--- config.mk ---
export PLATFORM = sky130hd
export DESIGN_NAME = ilbus_master
export DESIGN_NICKNAME = d
export VERILOG_FILES = /design/src/rtl/ilbus_pkg.sv /design/src/rtl/ilbus_lane.sv /design/src/rtl/ilbus_guard.sv /design/src/rtl/ilbus_timer.sv /design/src/rtl/ilbus_master.sv
export SDC_FILE = /design/constraint.sdc
export NUM_CORES = 1
export LEC_CHECK = 0
export ABC_AREA = 0
export CAP_MARGIN = 20
export CORE_MARGIN = 3
export CORE_UTILIZATION = 40
export DETAILED_ROUTE_END_ITERATION = 12
export DONT_BUFFER_PORTS = 1
export GPL_ROUTABILITY_DRIVEN = 0
export REMOVE_ABC_BUFFERS = 1
export SETUP_SLACK_MARGIN = 0.2
export SYNTH_ARGS = -nofsm -noshare
export SYNTH_HDL_FRONTEND = slang
export SYNTH_SLANG_ARGS = --single-unit
export TNS_END_PERCENT = 50
--- constraint.sdc ---
create_clock -name clk -period 2 [get_ports clk]
set_input_delay 0.2 -clock clk [delete_from_list [all_inputs] [get_ports clk]]
set_output_delay 0.2 -clock clk [all_outputs]
set_load 0.01 [all_outputs]
--- src/rtl/ilbus_pkg.sv ---
package ilbus_pkg;

    typedef enum logic [1:0] {
        OP_RD  = 2'd0,
        OP_RDP = 2'd1,
        OP_WR  = 2'd2,
        OP_WRB = 2'd3
    } op_e;

    typedef enum logic [2:0] {
        S_IDLE,
        S_ARB,
        S_SETUP,
        S_STROBE,
        S_RELEASE
    } st_e;

    function automatic logic is_write(op_e op);
        return op[1];
    endfunction

    localparam logic [1:0] PCODE_ERR = 2'b01;

endpackage

--- src/rtl/ilbus_lane.sv ---
module ilbus_lane #(
    parameter int DW = 16,
    parameter int LB = 1
) (
    input  logic [LB-1:0] sel,
    input  logic [7:0]    wbyte,
    input  logic [DW-1:0] word,
    output logic [DW-1:0] lanes,
    output logic [7:0]    pick
);
    localparam int NB = DW / 8;

    for (genvar g = 0; g < NB; g++) begin : g_lane
        assign lanes[8*g +: 8] = (sel == LB'(g)) ? wbyte : 8'h00;
    end

    always_comb begin
        pick = 8'h00;
        for (int i = 0; i < NB; i++) begin
            if (sel == LB'(i)) pick = word[8*i +: 8];
        end
    end

endmodule

--- src/rtl/ilbus_guard.sv ---
module ilbus_guard #(
    parameter int WAW = 11
) (
    input  logic             lock,
    input  logic [WAW-1:0]   lock_wa,
    input  logic [WAW-1:0]   req_wa,
    input  ilbus_pkg::op_e   op,
    output logic             pass
);
    assign pass = !lock || (ilbus_pkg::is_write(op) && (req_wa == lock_wa));
endmodule

--- src/rtl/ilbus_timer.sv ---
module ilbus_timer #(
    parameter int CW = 5
) (
    input  logic          clk,
    input  logic          rst_n,
    input  logic          clr,
    output logic [CW-1:0] cnt
);
    logic [CW-1:0] cnt_d, cnt_q;

    always_comb begin
        cnt_d = cnt_q;
        if (clr)               cnt_d = '0;
        else if (cnt_q != '1)  cnt_d = cnt_q + 1'b1;
    end

    always_ff @(posedge clk or negedge rst_n) begin
        if (!rst_n) cnt_q <= '0;
        else        cnt_q <= cnt_d;
    end

    assign cnt = cnt_q;
endmodule

--- src/rtl/ilbus_master.sv ---
module ilbus_master
    import ilbus_pkg::*;
#(
    parameter int AW   = 18,
    parameter int DW   = 16,
    parameter int SKEW = 2,
    parameter int TMO  = 1024
) (
    input  logic          clk,
    input  logic          rst_n,
    input  logic          req_valid,
    output logic          req_ready,
    input  logic [1:0]    req_op,
    input  logic [AW-1:0] req_addr,
    input  logic [DW-1:0] req_wdata,
    output logic          rsp_valid,
    output logic [DW-1:0] rsp_data,
    output logic [7:0]    rsp_byte,
    output logic          rsp_perr,
    output logic          rsp_berr,
    output logic          rsp_rej,
    input  logic          bus_grant,
    output logic          bus_hold,
    output logic [AW-1:0] bus_addr,
    output logic [1:0]    bus_func,
    output logic [DW-1:0] bus_dout,
    output logic          bus_doe,
    output logic          bus_mstrobe,
    input  logic          bus_sack,
    input  logic [DW-1:0] bus_din,
    input  logic [1:0]    bus_perr_code
);
    localparam int NB  = DW / 8;
    localparam int LB  = $clog2(NB);
    localparam int WAW = AW - LB;
    localparam int CW  = $clog2(TMO + SKEW + 2);
    localparam logic [CW-1:0] SKW_LIM = CW'((SKEW > 0) ? SKEW - 1 : 0);
    localparam logic [CW-1:0] TMO_LIM = CW'((TMO > 0) ? TMO - 1 : 0);

    typedef struct packed {
        st_e            st;
        op_e            op;
        logic [AW-1:0]  addr;
        logic [DW-1:0]  wdata;
        logic [DW-1:0]  rdata;
        logic [1:0]     pcode;
        logic           tmo;
        logic           hold;
        logic           strobe;
        logic           lock;
        logic [WAW-1:0] lock_wa;
        logic           rsp_v;
        logic           rsp_rej;
        logic           rsp_berr;
        logic           rsp_perr;
    } regs_t;

    regs_t r_d, r_q;
    logic [CW-1:0] cnt;
    logic          pass;
    logic [DW-1:0] lanes;
    op_e           req_op_e;

    assign req_op_e = op_e'(req_op);

    ilbus_guard #(.WAW(WAW)) u_guard (
        .lock    (r_q.lock),
        .lock_wa (r_q.lock_wa),
        .req_wa  (req_addr[AW-1:LB]),
        .op      (req_op_e),
        .pass    (pass)
    );

    ilbus_timer #(.CW(CW)) u_timer (
        .clk   (clk),
        .rst_n (rst_n),
        .clr   (r_d.st != r_q.st),
        .cnt   (cnt)
    );

    ilbus_lane #(.DW(DW), .LB(LB)) u_lane (
        .sel   (r_q.addr[LB-1:0]),
        .wbyte (r_q.wdata[7:0]),
        .word  (r_q.rdata),
        .lanes (lanes),
        .pick  (rsp_byte)
    );

    always_comb begin
        r_d          = r_q;
        r_d.rsp_v    = 1'b0;
        r_d.rsp_rej  = 1'b0;
        r_d.rsp_berr = 1'b0;
        r_d.rsp_perr = 1'b0;
        case (r_q.st)
            S_IDLE: begin
                if (req_valid) begin
                    if (!pass) begin
                        r_d.rsp_v   = 1'b1;
                        r_d.rsp_rej = 1'b1;
                    end else begin
                        r_d.op    = req_op_e;
                        r_d.addr  = req_addr;
                        r_d.wdata = req_wdata;
                        r_d.tmo   = 1'b0;
                        r_d.st    = r_q.lock ? S_SETUP : S_ARB;
                    end
                end
            end
            S_ARB: begin
                if (bus_grant) begin
                    r_d.hold = 1'b1;
                    r_d.st   = S_SETUP;
                end
            end
            S_SETUP: begin
                if (cnt >= SKW_LIM && !bus_sack) begin
                    r_d.strobe = 1'b1;
                    r_d.st     = S_STROBE;
                end
            end
            S_STROBE: begin
                if (bus_sack) begin
                    r_d.strobe = 1'b0;
                    r_d.rdata  = bus_din;
                    r_d.pcode  = bus_perr_code;
                    r_d.st     = S_RELEASE;
                end else if (cnt >= TMO_LIM) begin
                    r_d.strobe = 1'b0;
                    r_d.tmo    = 1'b1;
                    r_d.st     = S_RELEASE;
                end
            end
            S_RELEASE: begin
                if (!bus_sack) begin
                    r_d.st       = S_IDLE;
                    r_d.rsp_v    = 1'b1;
                    r_d.rsp_berr = r_q.tmo;
                    r_d.rsp_perr = !r_q.tmo && !is_write(r_q.op) &&
                                   (r_q.pcode == PCODE_ERR);
                    if (is_write(r_q.op)) begin
                        r_d.lock = 1'b0;
                    end else if (r_q.op == OP_RDP && !r_q.tmo) begin
                        r_d.lock    = 1'b1;
                        r_d.lock_wa = r_q.addr[AW-1:LB];
                    end
                    r_d.hold = r_d.lock;
                end
            end
            default: r_d.st = S_IDLE;
        endcase
    end

    always_ff @(posedge clk or negedge rst_n) begin
        if (!rst_n) begin
            r_q    <= '0;
            r_q.st <= S_IDLE;
        end else begin
            r_q <= r_d;
        end
    end

    assign req_ready   = (r_q.st == S_IDLE);
    assign rsp_valid   = r_q.rsp_v;
    assign rsp_data    = r_q.rdata;
    assign rsp_perr    = r_q.rsp_perr;
    assign rsp_berr    = r_q.rsp_berr;
    assign rsp_rej     = r_q.rsp_rej;
    assign bus_hold    = r_q.hold;
    assign bus_mstrobe = r_q.strobe;
    assign bus_func    = r_q.op;
    assign bus_addr    = (r_q.op == OP_WRB) ? r_q.addr
                                            : {r_q.addr[AW-1:LB], {LB{1'b0}}};
    assign bus_dout    = (r_q.op == OP_WRB) ? lanes : r_q.wdata;
    assign bus_doe     = is_write(r_q.op) &&
                         (r_q.st == S_SETUP || r_q.st == S_STROBE);

    // the strobe drops only after an acknowledge or a timeout.
    a_r1_strobe_ends_on_ack: assert property (@(posedge clk) disable iff (!rst_n)
        $fell(bus_mstrobe) |-> ($past(bus_sack) || $past(cnt) >= TMO_LIM));

    // address and function stay still while the strobe is up.
    a_r1_addr_stable: assert property (@(posedge clk) disable iff (!rst_n)
        (bus_mstrobe && $past(bus_mstrobe)) |-> ($stable(bus_addr) && $stable(bus_func)));

    // no strobe rise against a lingering acknowledge.
    a_r2_rise_after_ack_low: assert property (@(posedge clk) disable iff (!rst_n)
        $rose(bus_mstrobe) |-> !$past(bus_sack));

    // reads and word writes keep the byte-select address bits at zero.
    a_r3_read_a0_low: assert property (@(posedge clk) disable iff (!rst_n)
        (bus_mstrobe && bus_func != OP_WRB) |-> (bus_addr[LB-1:0] == '0));

    // the bus is let go only at the end of a transfer.
    a_r5_hold_drops_at_end: assert property (@(posedge clk) disable iff (!rst_n)
        $fell(bus_hold) |-> $past(rsp_valid == 1'b0) && rsp_valid);

    // a refusal starts no bus cycle and leaves the bus held.
    a_r6_reject_quiet: assert property (@(posedge clk) disable iff (!rst_n)
        rsp_rej |-> (!bus_mstrobe && bus_hold));

    // a bus error response carries no other flag.
    a_r8_berr_alone: assert property (@(posedge clk) disable iff (!rst_n)
        (rsp_valid && rsp_berr) |-> (!rsp_perr && !rsp_rej));

    // the strobe is only up while the bus is held.
    a_r9_strobe_under_hold: assert property (@(posedge clk) disable iff (!rst_n)
        bus_mstrobe |-> bus_hold);

endmodule

==> impl_results.md, run 1 <==
* Footprint of the multi-input gates at between 0.002 and 0.0025 mm^2
* Max Cap Viol at 0
* Top delay family on crit path: flip-flops
* Setup violators final at 33
* # clock sinks at between 90 and 100
* Core Rows at 38
* Setup CP Type: reg2reg
* Cells along the critical path: xor2_1 > nor4_1 > buf_4 > nand3_2 > o31a_4 > buf_12 > mux2_4
* Port bufs at 0
* Synth area leaders: dfrtp_1 (50%), mux2_2 (10%), mux2_4 (9.3%)
* Initial DRC count at 79
* Max FO, Critical Path at 15
* Setup slack, reg-to-reg at -0.05 ns
* Clock Tree Root: clkbuf_16
* Die X at 114 um
* Pins Over Slew Limit at 0
* Synth top cells by count: dfrtp_1 (93), mux2_2 (43), buf_4 (35)
* Primary FF master, synth: dfrtp_1
* Starting Density at 0.421
* Core Box Area at roughly 0.011 mm^2
* Total GRT Usage at 0.166
* Worst R2R Path Depth at 7
* Total number of vias at about 3100
* DP Area at approximately 0.0047 mm^2
* Setup_tns at -1.05 ns
* Fin. Hold Viols at a little over 90
* Worst EP arrival at about 2.3 ns
* Clock Tree Buf Depth at 2
* Stages on the worst setup path at 7
* Hold crit path type: in2async
* Remaining Overflow, GRT at 0
* Ys async rst share at 1.00
* Largest net degree at the start of global routing at 94
* H-tree depth at 3
* Post-Syn Area at around 0.0047 mm^2
* Mapped Cells at roughly 390
* Relative slew slack at 0.593
* Yosys reg bits at 93
* Bufs and invs on worst path at 2
* DIE AREA at 0.0130 mm^2
* Synth Warn # at 0
* Sequential element share of the synthesized area at 0.497
* Status: finished with violations
* Syn_area_per_cell at 12.1 um^2
* Skew final at 0.00832 ns
* Register area at around 0.0023 mm^2
* Synth cell types at 49
* CP max stage cell: dfrtp_1
* Max VDD drop at 0.786 mV
* Post-route ant nets at 0
* Diode count at 0
* Fmax at around 490 MHz
* Routed WL per cell at ~18 um
* Critical R2R Capture: r_q[49]
* First-pass iteration count of the detailed router at 4
* Fin crit period at 2.05 ns
* Power density cells at approximately 1500 mW/mm^2
* Chip Height at between 100 and 150 um
* Synth top area share at 0.497
* Drt drc at 0
* FF-to-FF Start: r_q[12]
* Final period utilization at 1.02
* Overall Power at 8680 uW
* Routed Wire Length at between 10000 and 15000 um
* Crit end category: flop
* Vias in the first global route at about 3300
* CTS Buf Count at 9
* Worst path max stage delay at between 0.3 and 0.4 ns
* Fill cells at around 940
* P_leak at ~0.0028 uW
* Hpwl dp at approximately 6600 um
* Worst path required time at between 2 and 2.5 ns
* Num ports at about 130
* First-pass GRT wire length at between 15000 and 20000 um
* Failing checks: negative hold slack, negative setup slack
* Final Worst Setup Slack at -0.0481 ns
* Worst setup SP type: flop
* Worst skew pair latency at roughly 0.35 ns
* Post-synth EDFFs at 0
* Worst slew pin tran at just over 0.6 ns
* Clock slew at reported path FFs at 0.06 ns
* CTS tree: done
* Crit path to: r_q[49]
* Initial antenna violation count at 0
* Final core utilization at 0.535
* Area Growth Syn to Fin at 27.1%
* Final net count at 499
* Most numerous cell in the Yosys netlist: dfrtp_1
* RSZ-0062 raised after global routing: yes
* CP startpoint: r_q[12]
* Final hold slack at -0.453 ns
* Final instance area at approximately 0.006 mm^2
* Routed vias/inst at 5.26
* Cell taking the most area after synthesis: dfrtp_1
* Share of cells above drive strength 1 at 0.375
[flip-flops by register name (all words and copies together) (netlist names)]
signal	flops
rsp_data	16
r_q	58
bus_hold	1
rsp_perr	1
rsp_berr	1
bus_func	2
rsp_valid	1
bus_mstrobe	1
rsp_rej	1
u_timer.cnt	11
[layout make-up]
| type | instances | share of cell area |
|---|---|---|
| sequential | 93 | 0.391 |
| timing repair buffer | 90 | 0.153 |
| inverter | 6 | 0.00378 |
| clock buffer | 10 | 0.0385 |
| multi-input combinational | 238 | 0.378 |
| tap | 140 | 0.0294 |
| clock inverter | 6 | 0.00651 |
[report_power, final]
| part | switching (uW) | total [uW] | internal [uW] |
|---|---|---|---|
| registers | 942 | 3590 | 2650 |
| logic | 1490 | 3520 | 2030 |
| clock network | 726 | 1570 | 840 |
| total | 3160 | 8680 | 5520 |
[layer usage]
metal  track usage  share of wire  vias to the layer above
met5             0              0                        -
met4        0.0697          0.020                        0
met3        0.0529          0.066                       17
met2         0.270           0.49                       98
met1         0.204           0.42                     1531
li1              -              -                     1422
[placed cells by master, fill, tap and decap left out, types with 3 or more instances in the layout]
cell type,n
dfrtp_1,91
buf_4,25
dlygate4sd3_1,54
xnor2_1,3
nand4_1,4
xor2_1,19
and4_1,3
nand2_1,28
o21ai_0,5
buf_6,6
o21ai_1,8
nor2_1,9
and2_1,9
buf_12,3
nor2_2,5
nor2_4,5
a21o_1,3
clkinv_2,3
mux2_2,26
clkbuf_16,9
nor4_2,5
a21oi_1,5
mux2_1,3
mux2_4,50
nand3_1,7
inv_1,6
[worst min-delay path by stage]
stage / from / slack [ns] / cells past startpoint / to
finish: rst_n / -0.45 / 0 / r_q[47]
global route: rst_n / -0.48 / 0 / r_q[52]
CTS: rst_n / -0.47 / 0 / r_q[61]
detailed placement: rst_n / -0.09 / 0 / r_q[54]
global placement: rst_n / -0.09 / 0 / r_q[54]
floorplan: rst_n / -0.1 / 0 / bus_func[0]
[kinds of logic after synthesis]
group                      share of synthesized area
AOI/OAI and AO/OA                             0.0521
xor gates and xnor gates                      0.0411
adders and majority gates                    0.00534
buffers and inverters                         0.0825
DFF                                            0.497
muxes                                          0.217
and+or+nand+nor                                0.105
[repair_timing]
action                                  CTS  global route
hold buffers                             52             2
pin swaps                                11            16
endpoints found under the hold margin   145            95
buffers inserted                          7             3
gates resized for setup                  55            27
cloned                                    2             0
endpoints found under the setup margin   91            92
[through the flow]
| step | hold WS [ns] | instances | setup WS [ns] |
|---|---|---|---|
| 6_report | -0.453 | 583 | -0.0481 |
| 5_1_grt | -0.477 | 583 | -0.0898 |
| 4_1_cts | -0.468 | 578 | -0.0723 |
| 3_5_place_dp | -0.0930 | 501 | -0.149 |
| 3_3_place_gp | -0.0927 | 501 | -0.103 |
| 2_1_floorplan | -0.0956 | 337 | -0.589 |
Power figures use the tool's default switching activity.
==> inputs of run 2 (changes only) <==
--- a/config.mk
+++ b/config.mk
@@ -8,10 +8,11 @@
 export ABC_AREA = 0
 export CAP_MARGIN = 20
 export CORE_MARGIN = 3
-export CORE_UTILIZATION = 40
+export CORE_UTILIZATION = 57
 export DETAILED_ROUTE_END_ITERATION = 12
 export DONT_BUFFER_PORTS = 1
 export GPL_ROUTABILITY_DRIVEN = 0
+export PLACE_DENSITY = 0.75
 export REMOVE_ABC_BUFFERS = 1
 export SETUP_SLACK_MARGIN = 0.2
 export SYNTH_ARGS = -nofsm -noshare
==> run 2 against run 1 <==
The flow still finishes with violations (negative hold slack, negative setup slack). Worst setup slack got worse by 0.071 ns. Global-route usage up 5.9 points. Sequential share of layout area is 1.7 points higher. Clock-buffer cell count unchanged. Clock power about the same. Final area decreased by 4.2%. Clock skew increased by 0.010 ns. Via count is 3.9% higher. First-iteration DRC count grew to 3.1 times the previous value. Worst hold slack lost 0.032 ns. Routed wire length up 0.88%. Fmax shrank 3.4%.
==> impl_results.md, run 2 (synthesis results as in run 1) <==
* RSZ-0062 raised after global routing: yes (unchanged)
* H-tree depth at 3 (unchanged)
* Register area at 0.00233 mm^2 (unchanged)
* Post-route ant nets at 0 (unchanged)
* Initial antenna violation count at 0 (unchanged)
* Clock Tree Root: clkbuf_8 (was clkbuf_16)
* Clock slew at reported path FFs at 0.10 ns (was 0.06 ns)
* Total GRT Usage at 0.225 (was 0.166)
* Hpwl dp at 6440 um (was 6630 um)
* Setup_tns at -3.70 ns (was -1.05 ns)
* Setup violators final at 47 (was 33)
* Final hold slack at -0.485 ns (was -0.453 ns)
* Crit end category: flop (unchanged)
* Final core utilization at 0.727 (was 0.535)
* Footprint of the multi-input gates at 0.00218 mm^2 (was 0.00225 mm^2)
* Worst skew pair latency at 0.37 ns (was 0.35 ns)
* Placed instance count at 458 (was 501)
* Pins Over Slew Limit at 0 (unchanged)
* CTS tree: done (unchanged)
* Power density cells at 1480 mW/mm^2 (was 1460 mW/mm^2)
* First-pass iteration count of the detailed router at 4 (unchanged)
* DIE AREA at 0.00934 mm^2 (was 0.0130 mm^2)
* Vias in the first global route at 3235 (was 3306)
* Diode count at 0 (unchanged)
* Commonest non-fill, non-tap cells in the layout: dfrtp_1 (91), dlygate4sd3_1 (55), mux2_2 (41), mux2_4 (35), nand2_1 (28) (was dfrtp_1 (91), dlygate4sd3_1 (54), mux2_4 (50), nand2_1 (28), mux2_2 (26))
* First-pass GRT wire length at 17000 um (was 16800 um)
* Most flops, register: r_q (unchanged)
* Hold crit path type: in2async (unchanged)
* Fin. Hold Viols at 93 (unchanged)
* Relative slew slack at 0.634 (was 0.593)
* Setup CP Type: reg2reg (unchanged)
* Worst setup SP type: flop (unchanged)
* P_leak at 0.00269 uW (was 0.00282 uW)
* Remaining Overflow, GRT at 0 (unchanged)
* Core Box Area at 0.00785 mm^2 (was 0.0111 mm^2)
* Num ports at 127 (unchanged)
* Share of cells above drive strength 1 at 0.339 (was 0.375)
* Final period utilization at 1.06 (was 1.02)
* Area Growth Syn to Fin at 21.8% (was 27.1%)
* Max FO, Critical Path at 5 (was 15)
* # clock sinks at 93 (unchanged)
* Largest register FFs at 58 (unchanged)
* Fin crit period at 2.12 ns (was 2.05 ns)
* Fmax at 472 MHz (was 488 MHz)
* Cts hold-fix bufs at 55 (was 52)
* Final non-filler cell total at 533 (was 583)
* Skew final at 0.0183 ns (was 0.00832 ns)
* Die X at 96.7 um (was 114 um)
* Final Worst Setup Slack at -0.119 ns (was -0.0481 ns)
* Starting Density at 0.597 (was 0.421)
* Clock Tree Buf Depth at 2 (unchanged)
* Largest net degree at the start of global routing at 94 (unchanged)
* Failing checks: negative hold slack, negative setup slack (unchanged)
* Initial DRC count at 246 (was 79)
* CTS Buf Count at 9 (unchanged)
* Routed Wire Length at 10800 um (was 10700 um)
* Chip Height at 96.7 um (was 114 um)
* Routed WL per cell at 20.3 um (was 18.4 um)
* Drt drc at 0 (unchanged)
* Worst path required time at 2.25 ns (was 2.23 ns)
* Status: finished with violations (unchanged)
* Worst EP arrival at 2.37 ns (was 2.27 ns)
* Max Cap Viol at 0 (unchanged)
* Total number of vias at 3187 (was 3068)
* Max VDD drop at 0.889 mV (was 0.786 mV)
* Final net count at 487 (was 499)
* Overall Power at 8470 uW (was 8680 uW)
* Fill cells at 498 (was 944)
* Routed vias/inst at 5.98 (was 5.26)
* Port bufs at 0 (unchanged)
* Commonest non-fill, non-tap cell in the layout: dfrtp_1 (unchanged)
* Core Rows at 32 (was 38)
* Worst slew pin tran at 0.549 ns (was 0.609 ns)
## run 2: timing repair
item | 4_1_cts | 5_1_grt
endpoints found under the hold margin | 148 | 93
pin swaps | 1 | 15
setup buffers | 1 | 2
gates cloned | 0 | 1
gates resized for setup | 3 | 51
endpoints found under the setup margin | 73 | 84
## run 2: where the power goes
group	total, uW	internal, uW	switching (uW)
combinational	3330	1810	1520
clock	1540	842	699
sequential	3590	2650	946
## run 2: critical path, cell delays in order (launching register included)
cell       delay (ns)
dfrtp_1          0.40
xor2_1           0.17
nor4_2           0.30
nand3_1          0.19
buf_4            0.18
buf_6            0.11
o311ai_4         0.35
clkbuf_16        0.25
nor2_2           0.04
## run 2: final cells by class
cell class / count / share of cell area
timing repair buffer: 78 / 0.140
inverter: 6 / 0.00395
multi-input combinational: 238 / 0.383
clock buffer: 10 / 0.0224
tap: 102 / 0.0224
sequential: 93 / 0.408
clock inverter: 6 / 0.0204
## run 2: worst paths after layout
check	slack, ns	end	startpoint	cells after the start
worst max-delay path	-0.12	u_timer.cnt[8]	r_q[12]	8
worst min-delay path	-0.48	r_q[21]	rst_n	0
worst max register to register	-0.12	u_timer.cnt[8]	r_q[12]	8
worst min register to register	0.51	r_q[26]	r_q[26]	1
max in group asynchronous	2.29	u_timer.cnt[0]	rst_n	0
min in group clk	0.07	bus_mstrobe	bus_sack	2
## run 2: metal layers
layer  global-route usage  wire (um)  part of all wire  vias up
li1                     -          -                 -     1392
met1                0.285       4340              0.40     1630
met4               0.0756        232             0.021        0
met3               0.0707        787             0.073       21
met2                0.368       5470              0.51      144
met5                    0          0                 0        -
## run 2: per-stage QoR
stage                     area (um^2)  hold slack (ns)  worst slack [ns]
after detailed placement         4640          -0.0915            -0.134
after global routing             5710           -0.505            -0.227
after global placement           4640          -0.0913           -0.0854
after floorplan                  4320          -0.0956            -0.589
final                            5710           -0.485            -0.119
after CTS                        5460           -0.499           -0.0979
==> inputs of run 3 (changes only) <==
--- a/config.mk
+++ b/config.mk
@@ -6,13 +6,13 @@
 export NUM_CORES = 1
 export LEC_CHECK = 0
 export ABC_AREA = 0
+export BUFFER_PORTS_ARGS = -buffer_cell sky130_fd_sc_hd__buf_2
 export CAP_MARGIN = 20
 export CORE_MARGIN = 3
-export CORE_UTILIZATION = 57
+export CORE_UTILIZATION = 48
 export DETAILED_ROUTE_END_ITERATION = 12
-export DONT_BUFFER_PORTS = 1
 export GPL_ROUTABILITY_DRIVEN = 0
-export PLACE_DENSITY = 0.75
+export PLACE_DENSITY = 0.77
 export REMOVE_ABC_BUFFERS = 1
 export SETUP_SLACK_MARGIN = 0.2
 export SYNTH_ARGS = -nofsm -noshare
==> run 3 against run 2 <==
The flow finishes with violations (negative setup slack). Largest cell class unchanged. Non-clock buffer count grew 78. Combinational power is 26% higher. Critical path depth fell by 1. Fmax shrank 0.55%. Sequential cell count unchanged. Clock power decreased by 11%. Largest power group is now combinational logic. Utilization shrank 10 points. First-iteration DRC count shrank 38%.
==> impl_results.md, run 3 (synthesis results as in run 1) <==
* Max Cap Viol at 0 (unchanged)
* CTS tree: done (unchanged)
* DIE AREA at 0.0110 mm^2 (was 0.00934 mm^2)
* Routed vias/inst at 5.17 (was 5.98)
* Worst path required time at 2.24 ns (was 2.25 ns)
* H-tree depth at 3 (unchanged)
* Core Rows at 35 (was 32)
* Setup_tns at -4.51 ns (was -3.70 ns)
* Largest register FFs at 58 (unchanged)
* Crit end category: flop (unchanged)
* Flop pwr share at 0.375 (was 0.424)
* Worst slew pin tran at 0.453 ns (was 0.549 ns)
* Final non-filler cell total at 639 (was 533)
* Setup violators final at 42 (was 47)
* Combinational share of power at 0.471 (was 0.394)
* Die X at 105 um (was 96.7 um)
* Final Worst Setup Slack at -0.131 ns (was -0.119 ns)
* CTS Buf Count at 9 (unchanged)
* Final period utilization at 1.07 (was 1.06)
* Hold crit path type: in2reg (was in2async)
* Commonest non-fill, non-tap cells in the layout: buf_2 (125), dfrtp_1 (90), mux2_4 (53), nand2_1 (28), mux2_2 (26) (was dfrtp_1 (91), dlygate4sd3_1 (55), mux2_2 (41), mux2_4 (35), nand2_1 (28))
* Chip Height at 105 um (was 96.7 um)
* Relative slew slack at 0.698 (was 0.634)
* Hpwl dp at 7510 um (was 6440 um)
* Post-route ant nets at 0 (unchanged)
* First-pass GRT wire length at 17400 um (was 17000 um)
* Final core utilization at 0.624 (was 0.727)
* Worst EP arrival at 2.37 ns (about the same)
* Routed Wire Length at 10900 um (was 10800 um)
* First-pass iteration count of the detailed router at 4 (unchanged)
* Worst setup SP type: flop (unchanged)
* Port bufs at 126 (was 0)
* Skew final at 0.0125 ns (was 0.0183 ns)
* Clock slew at reported path FFs at 0.10 ns (about the same)
* Most flops, register: r_q (unchanged)
* Power density cells at 1520 mW/mm^2 (was 1480 mW/mm^2)
* Area Growth Syn to Fin at 24.8% (was 21.8%)
* Num ports at 127 (unchanged)
* Max VDD drop at 0.823 mV (was 0.889 mV)
* Switching power at 3190 uW (was 3170 uW)
* Initial DRC count at 153 (was 246)
* Int Pwr at 5680 uW (was 5300 uW)
* Total GRT Usage at 0.198 (was 0.225)
* Status: finished with violations (unchanged)
* Hold_sp: req_wdata[2]
* Setup CP Type: reg2reg (unchanged)
* Pins Over Slew Limit at 0 (unchanged)
* Total number of vias at 3304 (was 3187)
* Remaining Overflow, GRT at 0 (unchanged)
* Final net count at 565 (was 487)
* Clock share of power at 0.155 (was 0.182)
* Drt drc at 0 (unchanged)
* RSZ-0062 raised after global routing: yes (unchanged)
* Commonest non-fill, non-tap cell in the layout: buf_2 (was dfrtp_1)
* Fmax at 469 MHz (was 472 MHz)
* Fin. Hold Viols at 0 (was 93)
* Routed WL per cell at 17.0 um (was 20.3 um)
* Placed instance count at 614 (was 458)
* Vias in the first global route at 3394 (was 3235)
* Switching part of the total at 0.360 (was 0.374)
* Share of cells above drive strength 1 at 0.528 (was 0.339)
* Failing checks: negative setup slack (was negative hold slack, negative setup slack)
* Max FO, Critical Path at 19 (was 5)
* CP startpoint: r_q[14] (was r_q[12])
* Clock Tree Buf Depth at 2 (unchanged)
* Largest net degree at the start of global routing at 35 (was 94)
* # clock sinks at 93 (unchanged)
* Fill cells at 774 (was 498)
* Initial antenna violation count at 1 (was 0)
* FF-to-FF Start: r_q[14] (was r_q[12])
* Fin crit period at 2.13 ns (was 2.12 ns)
* Clock Tree Root: clkbuf_8 (unchanged)
* Starting Density at 0.500 (was 0.597)
* P_leak at 0.00307 uW (was 0.00269 uW)
* Core Box Area at 0.00937 mm^2 (was 0.00785 mm^2)
* Worst skew pair latency at 0.36 ns (was 0.37 ns)
-- run 3: path summary, 6_finish.rpt --
check	endpoint	slack [ns]	cells after the start
setup / recovery	r_q[50]	-0.13	7
hold / removal	r_q[45]	0.06	2
setup reg to reg	r_q[50]	-0.13	7
hold reg to reg	r_q[25]	0.51	1
max in group asynchronous	u_timer.cnt[1]	1.06	3
min in group asynchronous	r_q[45]	0.32	2
-- run 3: critical path, cell delays in order, from the launching register on --
cell,delay (ns)
dfrtp_1,0.40
xor2_1,0.18
nor4_2,0.31
buf_4,0.17
nand3_4,0.07
o31a_4,0.39
buf_12,0.18
mux2_4,0.30
-- run 3: per-layer routing --
layer / GRT usage / share of wire
met1: 0.253 / 0.42
met2: 0.334 / 0.52
met3: 0.0340 / 0.042
met4: 0.0843 / 0.020
met5: 0 / 0
-- run 3: metrics by stage --
step | hold slack [ns] | total power [uW] | setup WS (ns) | cell area, um^2
final | 0.0641 | 8880 | -0.131 | 5850
after global routing | 0.0480 | 9370 | -0.181 | 5850
after CTS | 0.0494 | 8800 | -0.0999 | 5790
after detailed placement | 0.186 | 7020 | -0.174 | 5330
after global placement | 0.177 | 6840 | -0.130 | 5330
after floorplan | -0.0956 | 5470 | -0.589 | 4320
-- run 3: final cells by class --
cell class,instances,area [um^2],area share
flip-flops and latches,93,2330,0.399
multi-input cells,238,2160,0.370
repair buffers,156,950,0.162
well taps,129,161,0.0276
clock buffers,11,131,0.0225
clock inverters,5,83.8,0.0143
inverters,6,22.5,0.00385
diodes,1,2.50,0.000428
-- run 3: repair_timing --
action                                  in CTS  in global routing
endpoints found under the setup margin      83                 87
gates cloned                                 2                  0
buffers inserted                             4                  1
gates resized for setup                     39                 12
hold buffers                                 1                  0
endpoints found under the hold margin       31                  0
pin swaps                                    6                  7
-- run 3: power groups by stage --
stage	Combinational [uW]	Sequential (uW)	Clock (uW)
after floorplan	2080	3390	0
after CTS	4120	3290	1390
after global placement	3610	3240	0
after detailed placement	3720	3310	0
final	4180	3330	1370
after global routing	4470	3420	1470
